`src/rtl/pee_pkg.sv`:
```
package pee_pkg;

  typedef enum logic [3:0] {
    S_RST_HOLD,
    S_RST_REC,
    S_IDLE,
    S_RD,
    S_RD_END,
    S_WE_LOW,
    S_WE_HOLD,
    S_GAP,
    S_PROG,
    S_RECOV
  } pee_state_e;

  // Round a duration in nanoseconds up to whole clock cycles, at least one.
  function automatic int ns_to_cyc(input longint ns, input int mhz);
    longint c;
    c = (ns * mhz + 999) / 1000;
    if (c < 1) c = 1;
    return int'(c);
  endfunction

endpackage

```
`src/rtl/pee_timer.sv`:
```
module pee_timer #(
  parameter int W = 8
) (
  input  logic         clk,
  input  logic         rst,
  input  logic         clr,
  output logic [W-1:0] cnt
);

  always_ff @(posedge clk) begin
    if (rst || clr) cnt <= '0;
    else if (cnt != '1) cnt <= cnt + 1'b1;
  end

endmodule

```
`src/rtl/pee_pace.sv`:
```
module pee_pace #(
  parameter int SP_MIN_CYC = 8,
  parameter int SP_MAX_CYC = 40,
  parameter int BL_CYC     = 120
) (
  input  logic clk,
  input  logic rst,
  input  logic start,
  input  logic load,
  output logic load_ok,
  output logic expired
);

  localparam int LIM = (SP_MAX_CYC > BL_CYC) ? SP_MAX_CYC : BL_CYC;
  localparam int W   = $clog2(LIM + 2);
  localparam logic [W-1:0] L_MIN  = W'(SP_MIN_CYC - 1);
  localparam logic [W-1:0] L_MAX  = W'(SP_MAX_CYC - 2);
  localparam logic [W-1:0] L_EXP  = W'(SP_MAX_CYC - 1);
  localparam logic [W-1:0] L_WIN  = W'(BL_CYC - 2);

  logic [W-1:0] sp_cnt;
  logic [W-1:0] win_cnt;

  always_ff @(posedge clk) begin
    if (rst) begin
      sp_cnt  <= '0;
      win_cnt <= '0;
    end else begin
      if (start || load)    sp_cnt <= '0;
      else if (sp_cnt != '1) sp_cnt <= sp_cnt + 1'b1;
      if (start)              win_cnt <= '0;
      else if (win_cnt != '1) win_cnt <= win_cnt + 1'b1;
    end
  end

  always_comb begin
    load_ok = (sp_cnt >= L_MIN) && (sp_cnt <= L_MAX) && (win_cnt <= L_WIN);
    expired = (sp_cnt >= L_EXP);
  end

  AST_SPACE_FLOOR: assert property (@(posedge clk) disable iff (rst)
    load |=> (sp_cnt == '0) && ($past(sp_cnt) >= L_MIN));
  AST_WINDOW_CEIL: assert property (@(posedge clk) disable iff (rst)
    load |-> (win_cnt <= L_WIN));

endmodule

```
`src/rtl/pee_ctrl.sv`:
```
module pee_ctrl
  import pee_pkg::*;
#(
  parameter int CLK_MHZ    = 125,
  parameter int ADDR_W     = 17,
  parameter int DATA_W     = 8,
  parameter int PAGE_LSB   = 7,
  parameter bit USE_RDY    = 1'b1,
  parameter int WP_CYC     = ns_to_cyc(250, CLK_MHZ) + 1,
  parameter int DH_CYC     = ns_to_cyc(10, CLK_MHZ) + 1,
  parameter int SP_MIN_CYC = ns_to_cyc(550, CLK_MHZ) + 1,
  parameter int SP_MAX_CYC = (30000 * CLK_MHZ) / 1000,
  parameter int BL_CYC     = (100000 * CLK_MHZ) / 1000,
  parameter int ACC_CYC    = ns_to_cyc(150, CLK_MHZ) + 1,
  parameter int DF_CYC     = ns_to_cyc(50, CLK_MHZ) + 1,
  parameter int DB_CYC     = ns_to_cyc(120, CLK_MHZ) + 3,
  parameter int DW_CYC     = ns_to_cyc(150, CLK_MHZ) + 1,
  parameter int WC_CYC     = ns_to_cyc(10000000, CLK_MHZ),
  parameter int RES_CYC    = ns_to_cyc(1000, CLK_MHZ),
  parameter int RP_CYC     = ns_to_cyc(100000, CLK_MHZ)
) (
  input  logic              clk,
  input  logic              rst,
  input  logic              cmd_valid,
  output logic              cmd_ready,
  input  logic              cmd_write,
  input  logic              cmd_last,
  input  logic [ADDR_W-1:0] cmd_addr,
  input  logic [DATA_W-1:0] cmd_wdata,
  output logic              rd_valid,
  output logic [DATA_W-1:0] rd_data,
  output logic              err_page,
  output logic              timeout_flag,
  output logic [ADDR_W-1:0] ee_addr,
  output logic [DATA_W-1:0] ee_dq_out,
  output logic              ee_dq_oe,
  input  logic [DATA_W-1:0] ee_dq_in,
  output logic              ee_ce_n,
  output logic              ee_oe_n,
  output logic              ee_we_n,
  output logic              ee_res_n,
  input  logic              ee_rdy
);

  localparam int PAGE_W = ADDR_W - PAGE_LSB;
  localparam int BIG    = (WC_CYC > RP_CYC) ? WC_CYC : RP_CYC;
  localparam int CNT_W  = $clog2(BIG + 2);

  pee_state_e        state, state_n;
  logic [CNT_W-1:0]  cnt;
  logic [PAGE_W-1:0] page_q;
  logic              burst_open;
  logic              rdy_s1, rdy_s2;
  logic              accept, same_page;
  logic              pace_start, pace_load, load_ok, expired;
  logic              rdy_seen, prog_over;

  pee_timer #(.W(CNT_W)) u_timer (
    .clk (clk),
    .rst (rst),
    .clr (state_n != state),
    .cnt (cnt)
  );

  pee_pace #(
    .SP_MIN_CYC (SP_MIN_CYC),
    .SP_MAX_CYC (SP_MAX_CYC),
    .BL_CYC     (BL_CYC)
  ) u_pace (
    .clk     (clk),
    .rst     (rst),
    .start   (pace_start),
    .load    (pace_load),
    .load_ok (load_ok),
    .expired (expired)
  );

  // two-stage synchronizer for the ready/busy pin
  always_ff @(posedge clk) begin
    if (rst) begin
      rdy_s1 <= 1'b0;
      rdy_s2 <= 1'b0;
    end else begin
      rdy_s1 <= ee_rdy;
      rdy_s2 <= rdy_s1;
    end
  end

  always_comb begin
    cmd_ready  = (state == S_IDLE) || ((state == S_GAP) && burst_open && load_ok);
    accept     = cmd_valid && cmd_ready;
    same_page  = (cmd_addr[ADDR_W-1:PAGE_LSB] == page_q);
    pace_start = accept && (state == S_IDLE) && cmd_write;
    pace_load  = accept && (state == S_GAP) && cmd_write && same_page;
    rdy_seen   = USE_RDY && (cnt >= CNT_W'(DB_CYC)) && rdy_s2;
    prog_over  = (cnt >= CNT_W'(WC_CYC - 1));
  end

  always_comb begin
    state_n = state;
    case (state)
      S_RST_HOLD: if (cnt >= CNT_W'(RES_CYC - 1)) state_n = S_RST_REC;
      S_RST_REC:  if (cnt >= CNT_W'(RP_CYC - 1))  state_n = S_IDLE;
      S_IDLE:     if (accept) state_n = cmd_write ? S_WE_LOW : S_RD;
      S_RD:       if (cnt >= CNT_W'(ACC_CYC))     state_n = S_RD_END;
      S_RD_END:   if (cnt >= CNT_W'(DF_CYC - 1))  state_n = S_IDLE;
      S_WE_LOW:   if (cnt >= CNT_W'(WP_CYC - 1))  state_n = S_WE_HOLD;
      S_WE_HOLD:  if (cnt >= CNT_W'(DH_CYC - 1))  state_n = S_GAP;
      S_GAP: begin
        if (pace_load)    state_n = S_WE_LOW;
        else if (expired) state_n = S_PROG;
      end
      S_PROG: begin
        if (rdy_seen)       state_n = S_RECOV;
        else if (prog_over) state_n = S_IDLE;
      end
      S_RECOV:    if (cnt >= CNT_W'(DW_CYC - 1))  state_n = S_IDLE;
      default:    state_n = S_IDLE;
    endcase
  end

  always_ff @(posedge clk) begin
    if (rst) begin
      state        <= S_RST_HOLD;
      page_q       <= '0;
      burst_open   <= 1'b0;
      err_page     <= 1'b0;
      timeout_flag <= 1'b0;
      rd_valid     <= 1'b0;
      rd_data      <= '0;
      ee_addr      <= '0;
      ee_dq_out    <= '0;
    end else begin
      state    <= state_n;
      rd_valid <= 1'b0;
      if (state == S_IDLE && accept) begin
        ee_addr   <= cmd_addr;
        ee_dq_out <= cmd_wdata;
        if (cmd_write) begin
          page_q     <= cmd_addr[ADDR_W-1:PAGE_LSB];
          burst_open <= !cmd_last;
        end
      end
      if (state == S_GAP && accept) begin
        if (pace_load) begin
          ee_addr    <= cmd_addr;
          ee_dq_out  <= cmd_wdata;
          burst_open <= !cmd_last;
        end else begin
          burst_open <= 1'b0;
          err_page   <= 1'b1;
        end
      end
      if (state == S_RD && state_n == S_RD_END) begin
        rd_valid <= 1'b1;
        rd_data  <= ee_dq_in;
      end
      if (state == S_PROG && !rdy_seen && prog_over && USE_RDY)
        timeout_flag <= 1'b1;
    end
  end

  // device pins follow the next state so they line up with the state register
  always_ff @(posedge clk) begin
    if (rst) begin
      ee_res_n <= 1'b0;
      ee_ce_n  <= 1'b1;
      ee_oe_n  <= 1'b1;
      ee_we_n  <= 1'b1;
      ee_dq_oe <= 1'b0;
    end else begin
      ee_res_n <= (state_n != S_RST_HOLD);
      ee_ce_n  <= !(state_n inside {S_RD, S_WE_LOW, S_WE_HOLD});
      ee_oe_n  <= (state_n != S_RD);
      ee_we_n  <= (state_n != S_WE_LOW);
      ee_dq_oe <= (state_n inside {S_WE_LOW, S_WE_HOLD});
    end
  end

  AST_RES_LOCKS_PORT: assert property (@(posedge clk) disable iff (rst)
    !ee_res_n |-> !cmd_ready);
  AST_NO_DRIVE_ON_READ: assert property (@(posedge clk) disable iff (rst)
    !ee_oe_n |-> !ee_dq_oe);
  AST_WE_NEEDS_CE: assert property (@(posedge clk) disable iff (rst)
    !ee_we_n |-> (!ee_ce_n && ee_oe_n));
  AST_WE_DATA_STABLE: assert property (@(posedge clk) disable iff (rst)
    (!ee_we_n && $past(!ee_we_n)) |-> ($stable(ee_dq_out) && $stable(ee_addr)));
  AST_PAGE_ERR_STICKY: assert property (@(posedge clk) disable iff (rst)
    $past(err_page) |-> err_page);
  AST_NO_ACCEPT_IN_PROG: assert property (@(posedge clk) disable iff (rst)
    (state == S_PROG) |-> !cmd_ready);
  AST_TIMEOUT_STICKY: assert property (@(posedge clk) disable iff (rst)
    $past(timeout_flag) |-> timeout_flag);

endmodule

```
`config.mk`:
```
export PLATFORM = sky130hd
export DESIGN_NAME = pee_ctrl
export DESIGN_NICKNAME = d
export VERILOG_FILES = /design/src/rtl/pee_pkg.sv /design/src/rtl/pee_timer.sv /design/src/rtl/pee_pace.sv /design/src/rtl/pee_ctrl.sv
export SDC_FILE = /design/constraint.sdc
export NUM_CORES = 1
export LEC_CHECK = 0
export BUFFER_PORTS_ARGS = -buffer_cell sky130_fd_sc_hd__buf_4
export CAP_MARGIN = 20
export CELL_PAD_IN_SITES_DETAIL_PLACEMENT = 1
export CELL_PAD_IN_SITES_GLOBAL_PLACEMENT = 1
export CORE_MARGIN = 2
export CORE_UTILIZATION = 43
export DETAILED_ROUTE_END_ITERATION = 10
export GPL_ROUTABILITY_DRIVEN = 0
export PLACE_DENSITY = 0.8
export SETUP_SLACK_MARGIN = 0.4
export SYNTH_ARGS = -nofsm -noshare
export SYNTH_HDL_FRONTEND = slang
export SYNTH_SLANG_ARGS = --single-unit
```
`constraint.sdc`:
```
create_clock -name clk -period 3.7 [get_ports clk]
set_input_delay 0.37 -clock clk [delete_from_list [all_inputs] [get_ports clk]]
set_output_delay 0.37 -clock clk [all_outputs]
set_load 0.02 [all_outputs]
```
## Word-level counts from Yosys, hierarchy flattened

Index checks and enable logic that the tools add are counted.

- $add $sub $neg: 3
- Magnitude comparators: 13
- Equal/unequal tests: 20
- Mux-type cells: 25
- Bitwise operators: 1
- Reduce and logical (&&, ||, !) cells: 31

Operators with widths:

| kind | count |
|---|---|
| greater-or-equal comparator 21 x 5 -> 1 bit (second input constant) | 3 |
| 2-to-1 mux 17 bit | 3 |
| 2-to-1 mux 4 bit | 12 |
| one-hot mux 4 bit (10 select lines) | 1 |
| adder 14 x 1 -> 14 bit (second input constant) | 2 |
| equality test 4 x 3 -> 1 bit (second input constant) | 7 |
| inequality test 14 bit (second input constant) | 2 |
| 2-to-1 mux 8 bit | 3 |
| adder 21 x 1 -> 21 bit (second input constant) | 1 |
| greater-or-equal comparator 21 x 14 -> 1 bit (second input constant) | 1 |
| greater-or-equal comparator 21 x 2 -> 1 bit (second input constant) | 1 |
| greater-or-equal comparator 21 bit (second input constant) | 1 |
| greater-or-equal comparator 21 x 3 -> 1 bit (second input constant) | 1 |
| greater-or-equal comparator 21 x 6 -> 1 bit (second input constant) | 1 |
| greater-or-equal comparator 21 x 7 -> 1 bit (second input constant) | 1 |
| inequality test 21 bit (second input constant) | 1 |
| greater-or-equal comparator 14 x 12 -> 1 bit (second input constant) | 1 |
| greater-or-equal comparator 14 x 7 -> 1 bit (second input constant) | 1 |
| <= comparator 14 x 12 -> 1 bit (second input constant) | 1 |
| <= comparator 14 bit (second input constant) | 1 |
| logical AND 1 bit | 14 |
| equality test 4 x 2 -> 1 bit (second input constant) | 3 |
| equality test 10 bit | 1 |
| equality test 4 bit (second input constant) | 2 |
| 15 further kinds | 28 |

- Register bits: 107
- Input bits: 39
- Output and inout bits: 42
- Logic and storage cells: 112

## Longest topological paths before layout

- Depth in word-level cells: 14
- Depth in mapped cells: 12
- Depth with buffers taken out: 10

## By module

Synthesis repeated with hierarchy kept, for this count alone.

- Cell total of the unflattened synthesis: 680
- Area total of the unflattened synthesis: 5,592.9 um^2

Modules (own cells, without submodules):

| module | instances | cells each | area each (um^2) | sequential area each (um^2) |
|---|---|---|---|---|
| pee_ctrl | 1 | 340 | 2,800.2 | 1,161.1 |
| pee_pace | 1 | 199 | 1,582.8 | 560.5 |
| pee_timer | 1 | 141 | 1,209.9 | 420.4 |

## Least setup slack after synthesis

OpenSTA, ideal clock, no wires.

- Kind: reg2reg
- Start point: reg u_timer.cnt[16]
- End point: reg u_timer.cnt[14]
- Library setup time: 0.091 ns
- Data arrival time: 2.911 ns
- Setup slack: 0.698 ns
- Stages on the path, launching flop included: 12
- Path buffers: 3
- Clock period less this slack: 3.002 ns
- Cells stage by stage: dfxtp_1 or4_4 or4_4 buf_6 o31ai_1 clkbuf_4 nor3b_2 nand2_1 mux2i_1 nand2_1 clkbuf_1 nor4bb_1

- Word-level cells in the longest chain between the ends: 6
- Elaborated cells between the ends (all ways): 23

RTL lines:

| item | RTL line | RTL |
|---|---|---|
| from (decl) | pee_timer.sv:7 | `output logic [W-1:0] cnt` |
| from (signal assigned) | pee_timer.sv:12 | `else if (cnt != '1) cnt <= cnt + 1'b1;` |
| greater-or-equal comparator 21 bit / greater-or-equal comparator 21 x 5 -> 1 bit (equally long branches) | pee_ctrl.sv:96, pee_ctrl.sv:95 |  |
| 2-to-1 mux 4 bit / logical AND 1 bit (equally long branches) | pee_ctrl.sv:115, pee_ctrl.sv:95 |  |
| 2-to-1 mux 4 bit | pee_ctrl.sv:114 | `if (rdy_seen) state_n = S_RECOV;` |
| one-hot mux 4 bit (10 select lines) | pee_ctrl.sv:101 | `case (state)` |
| inequality test 4 bit | pee_ctrl.sv:61 | `.clr (state_n != state),` |
| logical OR 1 bit | pee_timer.sv:11 | `if (rst \|\| clr) cnt <= '0;` |

Parallel ways exist; a longest one is shown, timed or not.
A chain may end at the register's enable or synchronous reset.

## Worst setup path in the final report

- Start point: reg u_timer.cnt[8]
- End point: reg u_timer.cnt[16]

The elaborated chain is that of the path after synthesis.

==> flow_summary.yaml <==
floorplan:
  initial_core_util_pct: 43.8
  num_rows: 40
  die_w_um: 114
  boundaryPins: 81
  die_area_um2: 13100
  dieHeight_um: 114
  core_area_um2: 12000
cts:
  cts.path.max_buffers: 2
  clk_pin_slew_ps: 80
  numCtsBuffers: 9
  insertion_delay_ps: 360
  clockRootBuffer: "clkbuf_16"
  cts_sinks: 107
  cts_tree: "yes"
  ctsHoldBuffers: 0
  htreeDepth: 3
global_route:
  grt_pass1_wl_um: 22900
  grt_max_degree: 56
  use_met1_pct: 25.6
  use_met3_pct: 5.13
  grt_usage_pct: 21.6
  antenna_found_initial: 0
  grt_pass1_vias: 4797
  overflow: 0
  globalRoute.busiestLayer: "met2"
  grt_util_met2_pct: 39.1
synth:
  synthCells: 611
  ys_dominant_reg_cell: "dfxtp_1"
  synth.cell_area_um2: 5240
  yosys.area.top_type: "dfxtp_1"
  ys_seq_area_share_pct: 40.9
  synth_cell_types: 60
  yosysTopAreaCellShare_pct: 40.9
  synthTopCellsByArea: "dfxtp_1 41%, mux2i_1 6.7%, nor2_1 6.2%, xor2_1 4.2%, nand2_1 4.1%"
  synth_nets: 657
  synth_warnings: 0
  synth_edf_count: 0
  async_flop_share_pct: 0
  syn_avg_cell_area_um2: 8.58
  ys_seq_elements: 107
sta:
  fin_setup_tns_ps: 0
  min_period_over_period_pct: 85.3
  hold_viol: 0
  slew_headroom_pct: 40.2
  rsz0062_at_grt: "no"
  setup_slack_ps: 543
  fmax_mhz: 317
  tightest_slew_ps: 891
  setup_viol: 0
  min_period_ps: 3160
  slew_viol_final: 0
  skew_ps: 13.1
worst_setup_path:
  critPathArrivalTime_ps: 3400
  critPathSlowestCell: "or4_4"
  reg2reg_from: "u_timer.cnt[8]"
  reg2reg_depth: 9
  r2r_setup_slack_ps: 540
  path_cells: "or3_1 -> or4_4 -> o31ai_2 -> o211ai_1 -> or3_4 -> o21a_1 -> o22ai_4 -> buf_4 -> nor3b_1"
  crit_path_max_fanout: 10
  cpPeakStageDelay_ps: 580
  cp.required_ps: 3940
  worstSetupEndpointType: "register"
  start_kind: "register"
  critical_path_class: "register to register"
  r2r-end: "u_timer.cnt[16]"
place:
  dpl_worst_slack_ps: 319
  place_area_um2: 5940
  numPortBuffers: 80
  hpwlAfterDp_um: 10100
  dp_cells: 813
finish:
  drive_gt1_share_pct: 17.4
  finalNetCount: 724
  area_growth_pct: 20.4
  final_area_um2: 6310
  n_antenna_cell: 0
  fin_util_pct: 52.7
  nFillCells: 1433
  fin_cells: 830
pwr:
  powerDensity_nw_per_um2: 369
  vdd_drop_max_mv: 0.286
  p_leak_uw: 0.00269
worst_hold_path:
  hp-class: "primary input to register"
  hp-start: "ee_rdy"
  hold_end: "rdy_s1"
  holdPathStages: 2
detailed_routing:
  viasPerCell: 5.67
  ant_nets: 0
  drt_iter0_drc: 230
  routed_wl_um: 14000
  dr.pass1.iters: 4
  wl_per_cell_um: 16.8
  vias: 4704
  route.detailed.drc: 0
flow_run:
  timing.max_cap.violations: 0
run_status:
  status: "complete, no violations"
[power breakdown]
group	switching [µW]	internal (µW)	leakage (µW)
clock	472	564	0.000161
combinational	57.6	55.8	0.00166
sequential	16.6	1160	0.000864
[worst max-delay path: cells and delay by family, from the launching register on]
family                 cells  cell delay (ps)
and+or+nand+nor            4             1470
DFF                        1              390
AOI/OAI and AO/OA          4              940
buffers and inverters      1              230
[sequential cells by signal, indices dropped and copies added, names as in the netlist]
signal	cells
u_timer.cnt	21
ee_addr	17
u_pace.sp_cnt	14
u_pace.win_cnt	14
page_q	10
ee_dq_out	8
rd_data	8
state	4
burst_open	1
ee_ce_n	1
ee_dq_oe	1
ee_oe_n	1
ee_res_n	1
ee_we_n	1
err_page	1
rd_valid	1
rdy_s1	1
rdy_s2	1
timeout_flag	1
[cell usage after synthesis (14+ instances only)]
master	n
xor2_1	25
nand3_1	24
clkbuf_1	28
nor3_1	14
a21oi_1	24
mux2i_1	35
dfxtp_1	107
nor2_1	87
o21ai_0	16
xnor2_1	17
nor3b_1	17
nand4_1	20
nand2_1	57
[metrics by stage]
stage | hold slack, ps | power (µW)
floorplan | 414 | 1250
global placement | 449 | 1310
detailed placement | 440 | 1310
CTS | 231 | 2350
global route | 248 | 2410
finish | 241 | 2330
[worst max-delay path by stage]
stage | cells after the start | startpoint | to
floorplan | 11 | u_timer.cnt[16] | u_timer.cnt[14]
global placement | 9 | u_timer.cnt[20] | u_timer.cnt[8]
detailed placement | 9 | u_timer.cnt[20] | u_timer.cnt[16]
CTS | 9 | u_timer.cnt[20] | u_timer.cnt[16]
global route | 9 | u_timer.cnt[8] | u_timer.cnt[8]
finish | 9 | u_timer.cnt[8] | u_timer.cnt[16]
[repair_timing]
item / CTS / global route
resized for setup: 2 / 3
setup endpoints to repair: 15 / 21
cloned: 0 / 0
setup buffers: 0 / 1
pin swaps: 0 / 2
[per-layer routing]
metal	vias up	wire, µm
li1	2302	-
met1	2298	5910
met2	90	7190
met3	14	666
met4	0	188
met5	-	0
[cell usage in the layout (no fill, tap or decap), types with 5 or more instances in the layout]
| cell type | instances |
|---|---|
| xnor2_1 | 17 |
| nand2b_1 | 5 |
| nor2b_1 | 8 |
| ha_1 | 7 |
| o21a_1 | 5 |
| nand3_1 | 24 |
| xor2_1 | 25 |
| nand2_1 | 56 |
| nor3_1 | 14 |
| dfxtp_1 | 107 |
| nor2_1 | 87 |
| o21ai_0 | 16 |
| mux2i_1 | 35 |
| inv_1 | 11 |
| a31oi_1 | 5 |
| and3_1 | 12 |
| a21oi_1 | 24 |
| or3_1 | 10 |
| o211ai_1 | 5 |
| nand4_1 | 20 |
| clkbuf_16 | 9 |
| and2_1 | 7 |
| buf_4 | 88 |
| nor3b_1 | 17 |
[layout make-up]
class | instances | area [µm²] | area share [%]
Clock inverter | 6 | 91.3 | 1.45
Multi-Input combinational cell | 461 | 2950 | 46.8
Tap cell | 147 | 184 | 2.92
Clock buffer | 10 | 239 | 3.79
Timing Repair Buffer | 88 | 661 | 10.5
Sequential cell | 107 | 2140 | 34.0
Inverter | 11 | 41.3 | 0.655
[logic make-up after synthesis]
kind of cell | count (synthesis) | synth area share, %
simple gates | 291 | 29.1
flops | 107 | 40.9
compound gates | 86 | 11.2
buf+inv | 43 | 3.46
xor+xnor | 42 | 7.02
mux | 35 | 6.69
fa+ha+maj | 7 | 1.67
No activity file was read; power rests on OpenSTA's default activity.
